File: src/rtl/rtc_pkg.sv
package rtc_pkg;
  localparam int TIME_BYTES = 4;
  localparam int BUF_BYTES  = TIME_BYTES + 1;
  localparam int SEC_W      = 8 * TIME_BYTES;
  localparam logic [7:0] CMD_RD_CLOCK = 8'h66;
  localparam logic [7:0] CMD_WR_CLOCK = 8'h99;

  typedef enum logic [2:0] {
    ST_IDLE,
    ST_CMD,
    ST_READ,
    ST_WRITE,
    ST_DONE
  } fn_state_t;
endpackage

File: src/rtl/rtc_prescaler.sv
module rtc_prescaler #(
  parameter int PRESCALE_W = 15
) (
  input  logic clk,
  input  logic rst_n,
  input  logic run,
  input  logic tick_in,
  output logic sec_tick
);
  logic [PRESCALE_W-1:0] phase_q, phase_d;
  logic                  phase_en;

  assign phase_en = run && tick_in;
  assign sec_tick = phase_en && (&phase_q);

  always_comb begin
    phase_d = phase_q;
    if (phase_en) phase_d = phase_q + 1'b1;
  end

  always_ff @(posedge clk or negedge rst_n) begin
    if (!rst_n) phase_q <= '0;
    else        phase_q <= phase_d;
  end

  // a stopped oscillator freezes the phase
  assert_presc_hold_R3: assert property (@(posedge clk) disable iff (!rst_n)
    !run |=> $stable(phase_q));
endmodule

File: src/rtl/rtc_seconds.sv
module rtc_seconds
  import rtc_pkg::*;
(
  input  logic             clk,
  input  logic             rst_n,
  input  logic             adv,
  input  logic             load,
  input  logic [SEC_W-1:0] load_val,
  output logic [SEC_W-1:0] count
);
  logic [SEC_W-1:0] count_q, count_d;

  always_comb begin
    count_d = count_q;
    if (load)     count_d = load_val;
    else if (adv) count_d = count_q + 1'b1;
  end

  always_ff @(posedge clk or negedge rst_n) begin
    if (!rst_n) count_q <= '0;
    else        count_q <= count_d;
  end

  assign count = count_q;

  assert_step_R2: assert property (@(posedge clk) disable iff (!rst_n)
    (adv && !load) |=> count_q == $past(count_q) + 1'b1);
  assert_hold_R3: assert property (@(posedge clk) disable iff (!rst_n)
    (!adv && !load) |=> $stable(count_q));
  assert_load_R9: assert property (@(posedge clk) disable iff (!rst_n)
    load |=> count_q == $past(load_val));
endmodule

File: src/rtl/rtc_fn_ctrl.sv
module rtc_fn_ctrl
  import rtc_pkg::*;
(
  input  logic             clk,
  input  logic             rst_n,
  input  logic             bus_rst,
  input  logic             rom_grant,
  input  logic             rx_stb,
  input  logic [7:0]       rx_data,
  input  logic             tx_taken,
  input  logic [SEC_W-1:0] count,
  output logic             tx_valid,
  output logic [7:0]       tx_data,
  output logic             osc_on,
  output logic             load,
  output logic [SEC_W-1:0] load_val
);
  localparam int IDX_W = $clog2(BUF_BYTES);
  localparam logic [IDX_W-1:0] IDX_LAST = IDX_W'(BUF_BYTES - 1);

  fn_state_t                    state_q, state_d;
  logic [IDX_W-1:0]             idx_q, idx_d;
  logic [BUF_BYTES-1:0][7:0]    buf_q, buf_d;
  logic                         osc_q, osc_d;
  logic [3:0]                   flags_q, flags_d;
  logic                         pend_q, pend_d;
  logic [7:0]                   ctrl_byte;

  assign ctrl_byte = {flags_q, osc_q, osc_q, 2'b00};

  always_comb begin
    state_d = state_q;
    idx_d   = idx_q;
    buf_d   = buf_q;
    osc_d   = osc_q;
    flags_d = flags_q;
    pend_d  = pend_q;
    if (bus_rst) begin
      state_d = ST_IDLE;
      idx_d   = '0;
      pend_d  = 1'b0;
    end else begin
      unique case (state_q)
        ST_IDLE: if (rom_grant) state_d = ST_CMD;
        ST_CMD: if (rx_stb) begin
          idx_d = '0;
          if (rx_data == CMD_RD_CLOCK) begin
            state_d  = ST_READ;
            buf_d[0] = ctrl_byte;
            for (int b = 0; b < TIME_BYTES; b++)
              buf_d[b+1] = count[8*b +: 8];
          end else if (rx_data == CMD_WR_CLOCK) begin
            state_d = ST_WRITE;
          end else begin
            state_d = ST_DONE;
          end
        end
        ST_READ: if (tx_taken)
          idx_d = (idx_q == IDX_LAST) ? '0 : idx_q + 1'b1;
        ST_WRITE: if (rx_stb) begin
          if (idx_q == '0) begin
            osc_d    = rx_data[3];
            flags_d  = rx_data[7:4];
            buf_d[0] = {rx_data[7:4], rx_data[3], rx_data[3], 2'b00};
          end else begin
            buf_d[idx_q] = rx_data;
            pend_d       = 1'b1;
          end
          if (idx_q == IDX_LAST) state_d = ST_DONE;
          else                   idx_d   = idx_q + 1'b1;
        end
        default: ;
      endcase
    end
  end

  always_ff @(posedge clk or negedge rst_n) begin
    if (!rst_n) begin
      state_q <= ST_IDLE;
      idx_q   <= '0;
      buf_q   <= '0;
      osc_q   <= 1'b0;
      flags_q <= '0;
      pend_q  <= 1'b0;
    end else begin
      state_q <= state_d;
      idx_q   <= idx_d;
      buf_q   <= buf_d;
      osc_q   <= osc_d;
      flags_q <= flags_d;
      pend_q  <= pend_d;
    end
  end

  assign tx_valid = (state_q == ST_READ);
  assign tx_data  = buf_q[idx_q];
  assign osc_on   = osc_q;
  assign load     = bus_rst && pend_q;
  always_comb
    for (int b = 0; b < TIME_BYTES; b++)
      load_val[8*b +: 8] = buf_q[b+1];

  assert_abort_R12: assert property (@(posedge clk) disable iff (!rst_n)
    bus_rst |=> !tx_valid);
  assert_snapshot_R6: assert property (@(posedge clk) disable iff (!rst_n)
    (state_q == ST_READ && !bus_rst) |=> $stable(buf_q));
  assert_ctrl_fmt_R4: assert property (@(posedge clk) disable iff (!rst_n)
    (tx_valid && idx_q == '0) |-> (tx_data[1:0] == 2'b00 && tx_data[3] == tx_data[2]));
  assert_loop_R7: assert property (@(posedge clk) disable iff (!rst_n)
    (tx_valid && tx_taken && idx_q == IDX_LAST && !bus_rst) |=> (tx_valid && idx_q == '0));
endmodule

File: src/rtl/rtc_clock_unit.sv
module rtc_clock_unit
  import rtc_pkg::*;
#(
  parameter int PRESCALE_W = 15
) (
  input  logic       clk,
  input  logic       rst_n,
  input  logic       tick_32k,
  input  logic       bus_rst,
  input  logic       rom_grant,
  input  logic       rx_stb,
  input  logic [7:0] rx_data,
  input  logic       tx_taken,
  output logic       tx_valid,
  output logic [7:0] tx_data
);
  logic             osc_on, sec_tick, load;
  logic [SEC_W-1:0] count, load_val;

  rtc_prescaler #(.PRESCALE_W(PRESCALE_W)) i_presc (
    .clk(clk), .rst_n(rst_n), .run(osc_on), .tick_in(tick_32k), .sec_tick(sec_tick)
  );

  rtc_seconds i_secs (
    .clk(clk), .rst_n(rst_n), .adv(sec_tick), .load(load),
    .load_val(load_val), .count(count)
  );

  rtc_fn_ctrl i_ctrl (
    .clk(clk), .rst_n(rst_n), .bus_rst(bus_rst), .rom_grant(rom_grant),
    .rx_stb(rx_stb), .rx_data(rx_data), .tx_taken(tx_taken), .count(count),
    .tx_valid(tx_valid), .tx_data(tx_data), .osc_on(osc_on),
    .load(load), .load_val(load_val)
  );

  // the one-second advance only fires on an enabled strobe
  assert_tick_src_R2: assert property (@(posedge clk) disable iff (!rst_n)
    sec_tick |-> (tick_32k && osc_on));
endmodule

File: config.mk
export PLATFORM = sky130hd
export DESIGN_NAME = rtc_clock_unit
export DESIGN_NICKNAME = d
export VERILOG_FILES = /design/src/rtl/rtc_pkg.sv /design/src/rtl/rtc_prescaler.sv /design/src/rtl/rtc_seconds.sv /design/src/rtl/rtc_fn_ctrl.sv /design/src/rtl/rtc_clock_unit.sv
export SDC_FILE = /design/constraint.sdc
export NUM_CORES = 1
export LEC_CHECK = 0
export ABC_CLOCK_PERIOD_IN_PS = 7100
export CORE_ASPECT_RATIO = 1.2
export CORE_MARGIN = 3
export CORE_UTILIZATION = 50
export DETAILED_ROUTE_END_ITERATION = 6
export GPL_TIMING_DRIVEN = 0
export PLACE_DENSITY = 0.68
export SLEW_MARGIN = 30
export SYNTH_ARGS = -nofsm -noshare
export SYNTH_HDL_FRONTEND = slang
export SYNTH_SLANG_ARGS = --single-unit
File: constraint.sdc
create_clock -name clk -period 7.1 [get_ports clk]
set_input_delay 1.42 -clock clk [delete_from_list [all_inputs] [get_ports clk]]
set_output_delay 1.42 -clock clk [all_outputs]
set_load 0.02 [all_outputs]
==> flow_summary.yaml, run 1 <==
outcome:
  status: "complete, no violations"
grt:
  grt_first_pass_wirelength_um: 24310
  grtUsageTotal_pct: 26.25
  antenna_found_initial: 0
  met1_usage_pct: 35.53
  grt_use_met3_pct: 5.917
  grt.busiest_layer: "met2"
  grt-ovfl-total: 0
  met2_usage_pct: 40.67
  grt_max_degree: 55
  first_global_vias: 4474
synth:
  yosysMostFrequentCell: "dfrtp_1"
  yosys.area.top_type: "dfrtp_1"
  netlist_area_um2: 5336
  synth.top_cell.area_share_pct: 46.42
  synth_ff_type: "dfrtp_1"
  synth_cells: 531
  ys_warn_count: 0
  avgSynthCellArea_um2: 10.05
  synth-edff-count: 0
  netlist_top_cells_area: "dfrtp_1, a2bb2oi_1, o22ai_1"
  yosysSeqAreaShare_pct: 46.42
  synthArstFlopShare_pct: 100.0
  syn-num-nets: 550
  synthTopCellsByCount: "dfrtp_1, nor2_1, a21oi_1, o22ai_1, a2bb2oi_1"
  ys_ff_latch: 99
  synth_cell_types: 54
drt:
  drtIter0Drc: 432
  ant_nets: 0
  via_per_inst: 6.643
  routed-via-count: 4610
  drt-total-wl_um: 15240
  wl_per_cell_um: 21.95
  dr.pass1.iters: 5
  drc: 0
power_and_ir_drop:
  p_comb_share_pct: 4.7
  intPower_mw: 0.8596
  pwr-share-seq_pct: 52.0
  p_per_area_nw_per_um2: 183.5
  total_power_mw: 1.105
  clkPwrFrac_pct: 43.3
  sw_frac_of_total_pct: 22.21
  ir_worst_vdd_uv: 87.82
  p_leak_nw: 2.631
  switchingPower_mw: 0.2454
clock_network:
  clk_pin_slew_ns: 0.07
  cts_buffer_depth: 2
  post_cts_buffers: 0
  clk_latency_ns: 0.35
  cts-buffers-inserted: 9
  cts.sinks: 99
  cts_tree: "yes"
  cts_resized: 0
  postCtsHoldBufs: 0
  cts_root_buffer: "clkbuf_16"
  cts_max_level: 3
timing:
  drv_slew: 0
  skew_ns: 0.008142
  worst_pin_slew_ns: 0.7419
  rsz0062_at_grt: "false"
  hold_viol_final: 0
  fin_crit_ns: 4.454
  slew_headroom_pct: 50.54
  worst_hold_slack_ns: 0.4618
  tns_ns: 0
  finalCritPeriodShare_pct: 62.74
  setup_viol: 0
  clock.fmax_ghz: 0.2245
setup_path:
  crit_chain: "clkbuf_1 -> buf_1 -> mux4_2 -> a22o_1 -> clkdlybuf4s50_1"
  cp.arrival_ns: 3.03
  critPathRequiredTime_ns: 5.68
  slowest_delay_ns: 0.59
  critPathMaxFanout: 10
  path_buf_inv: 3
  cp-end-kind: "output port"
  cpLargestDelayFamily: "buffers and inverters"
  critical_path_class: "reg2out"
  startpoint_type: "flop"
  slowest_stage: "mux4_2"
placement:
  gp_congestion: 0.8932
  hpwl_um: 10980
  numPortBuffers: 21
hold_path:
  timing.hold.worst.class: "reg2reg"
die:
  fp.dieH_um: 119.2
  io_pins: 24
  die_area_um2: 11950
  core_area_um2: 10210
  num_rows: 40
  initial_core_util_pct: 52.27
  die_x_um: 100.3
cells_and_area:
  layout-drive-gt1-share_pct: 7.746
  final_nets: 583
  area_growth_syn_to_layout_pct: 12.85
  antennaDiodeCount: 0
flow_run:
  cap_violations: 0
logic make-up after synthesis:
logic type | count (synthesis) | share of synthesized area [%]
AO/OA/AOI/OAI | 148 | 18.92
XOR/XNOR | 37 | 6.073
adder cells (fa/ha/maj) | 4 | 0.9379
buffers and inverters | 43 | 3.118
flip-flops | 99 | 46.42
multiplexers | 17 | 5.229
AND/OR/NAND/NOR | 183 | 19.30
flip-flops by register name, indices dropped and copies added (netlist names):
signal	flops
i_presc.phase_q	15
i_secs.count	32
i_ctrl.idx_q	3
i_ctrl.buf_q	8
i_ctrl.flags_q	4
i_ctrl.osc_on	1
i_ctrl.pend_q	1
i_ctrl.load_val	32
i_ctrl.state_q	3
metal layers:
metal	vias to the layer above	part of all wire, %
li1	2095	-
met1	2266	42
met2	213	47
met3	36	7.5
met4	0	3.7
met5	-	0
cell type report:
cell class,count,area (µm²)
plain buffers,33,128.9
clock buffers,10,229.0
clock inverters,5,55.05
fillers,907,4188
inverters,10,37.54
multi-input cells,389,2698
flip-flops and latches,99,2477
well taps,126,157.7
repair buffers,22,239.0
power groups by stage:
| stage | sequential [mW] | clock [mW] | combinational, mW |
|---|---|---|---|
| finish | 0.574 | 0.478 | 0.0523 |
| global route | 0.574 | 0.508 | 0.0566 |
| CTS | 0.574 | 0.485 | 0.0526 |
| detailed placement | 0.585 | 0 | 0.0526 |
| global placement | 0.585 | 0 | 0.0496 |
| floorplan | 0.583 | 0 | 0.0196 |
cell usage in the layout, fill, tap and decap left out, types with 7 or more instances in the layout:
master / n
a31oi_1: 10
a22o_1: 9
inv_1: 10
clkdlybuf4s50_1: 20
and3_1: 14
nor3_1: 11
a2bb2oi_1: 32
mux4_2: 8
clkbuf_1: 30
nand3_1: 21
xnor2_1: 16
a21oi_1: 33
nor2_1: 46
dfrtp_1: 99
clkbuf_16: 9
xor2_1: 21
mux2_2: 7
o22ai_1: 33
o21ai_0: 9
o31ai_1: 7
nand2_1: 24
nand4_1: 16
worst register-to-register path, delay by kind of cell (launching register included):
kind | cells | cell delay [ns]
flops | 1 | 0.36
simple gates | 3 | 0.40
fa+ha+maj | 1 | 0.33
buf+inv | 4 | 1.48
compound gates | 2 | 0.64
path summary, 6_finish.rpt:
kind,cells past startpoint,startpoint,slack (ns),end
setup reg to reg,10,i_ctrl.idx_q[0],3.80,i_ctrl.load_val[16]
hold / removal,1,i_presc.phase_q[12],0.46,i_presc.phase_q[12]
hold reg to reg,1,i_presc.phase_q[12],0.46,i_presc.phase_q[12]
setup / recovery,5,i_ctrl.idx_q[0],2.65,tx_data[3]
max in group asynchronous,2,rst_n,5.48,i_ctrl.osc_on
min in group asynchronous,1,rst_n,1.01,i_presc.phase_q[10]
metrics by stage:
| step | instances | cell area [µm²] | utilization (%) | worst slack, ns |
|---|---|---|---|---|
| floorplan | 531 | 5336 | - | 3.796 |
| global placement | 678 | 5704 | 55.87 | 0.8959 |
| detailed placement | 679 | 5733 | 56.15 | 3.026 |
| CTS | 694 | 6017 | 58.93 | 2.657 |
| global route | 694 | 6022 | 58.98 | 2.508 |
| finish | 694 | 6022 | 58.98 | 2.646 |
Note: power is estimated with default switching activity, not from simulation.
==> inputs of run 2 (changes only) <==
--- a/config.mk
+++ b/config.mk
@@ -5,7 +5,7 @@
 export SDC_FILE = /design/constraint.sdc
 export NUM_CORES = 1
 export LEC_CHECK = 0
-export ABC_CLOCK_PERIOD_IN_PS = 7100
+export ABC_CLOCK_PERIOD_IN_PS = 4250
 export CORE_ASPECT_RATIO = 1.2
 export CORE_MARGIN = 3
 export CORE_UTILIZATION = 50
==> constraint.sdc (replaced) <==
create_clock -name clk -period 4.25 [get_ports clk]
set_input_delay 0.85 -clock clk [delete_from_list [all_inputs] [get_ports clk]]
set_output_delay 0.85 -clock clk [all_outputs]
set_load 0.02 [all_outputs]
==> results of run 2 <==
The final DEF is identical to that of run 1. Status: complete, no violations.
Among the figures that moved: setup slack after placement 3.026 ns -> 0.7457 ns; setup slack after layout 2.646 ns -> 0.3656 ns; hold slack 0.4618 ns -> 0.4363 ns; register-to-register setup slack 3.80 ns -> 0.95 ns; total power 1.105 mW -> 1.846 mW; worst IR drop on VDD 87.82 µV -> 146.7 µV
==> inputs of run 3 (changes only) <==
--- a/config.mk
+++ b/config.mk
@@ -9,6 +9,7 @@
 export CORE_ASPECT_RATIO = 1.2
 export CORE_MARGIN = 3
 export CORE_UTILIZATION = 50
+export CTS_CLUSTER_SIZE = 30
 export DETAILED_ROUTE_END_ITERATION = 6
 export GPL_TIMING_DRIVEN = 0
 export PLACE_DENSITY = 0.68
==> results of run 3 <==
The final DEF is identical to that of run 1. Status: complete, no violations.
Among the figures that moved: setup slack after placement 3.026 ns -> 0.7457 ns; setup slack after layout 2.646 ns -> 0.3656 ns; hold slack 0.4618 ns -> 0.4363 ns; register-to-register setup slack 3.80 ns -> 0.95 ns; total power 1.105 mW -> 1.846 mW; worst IR drop on VDD 87.82 µV -> 146.7 µV
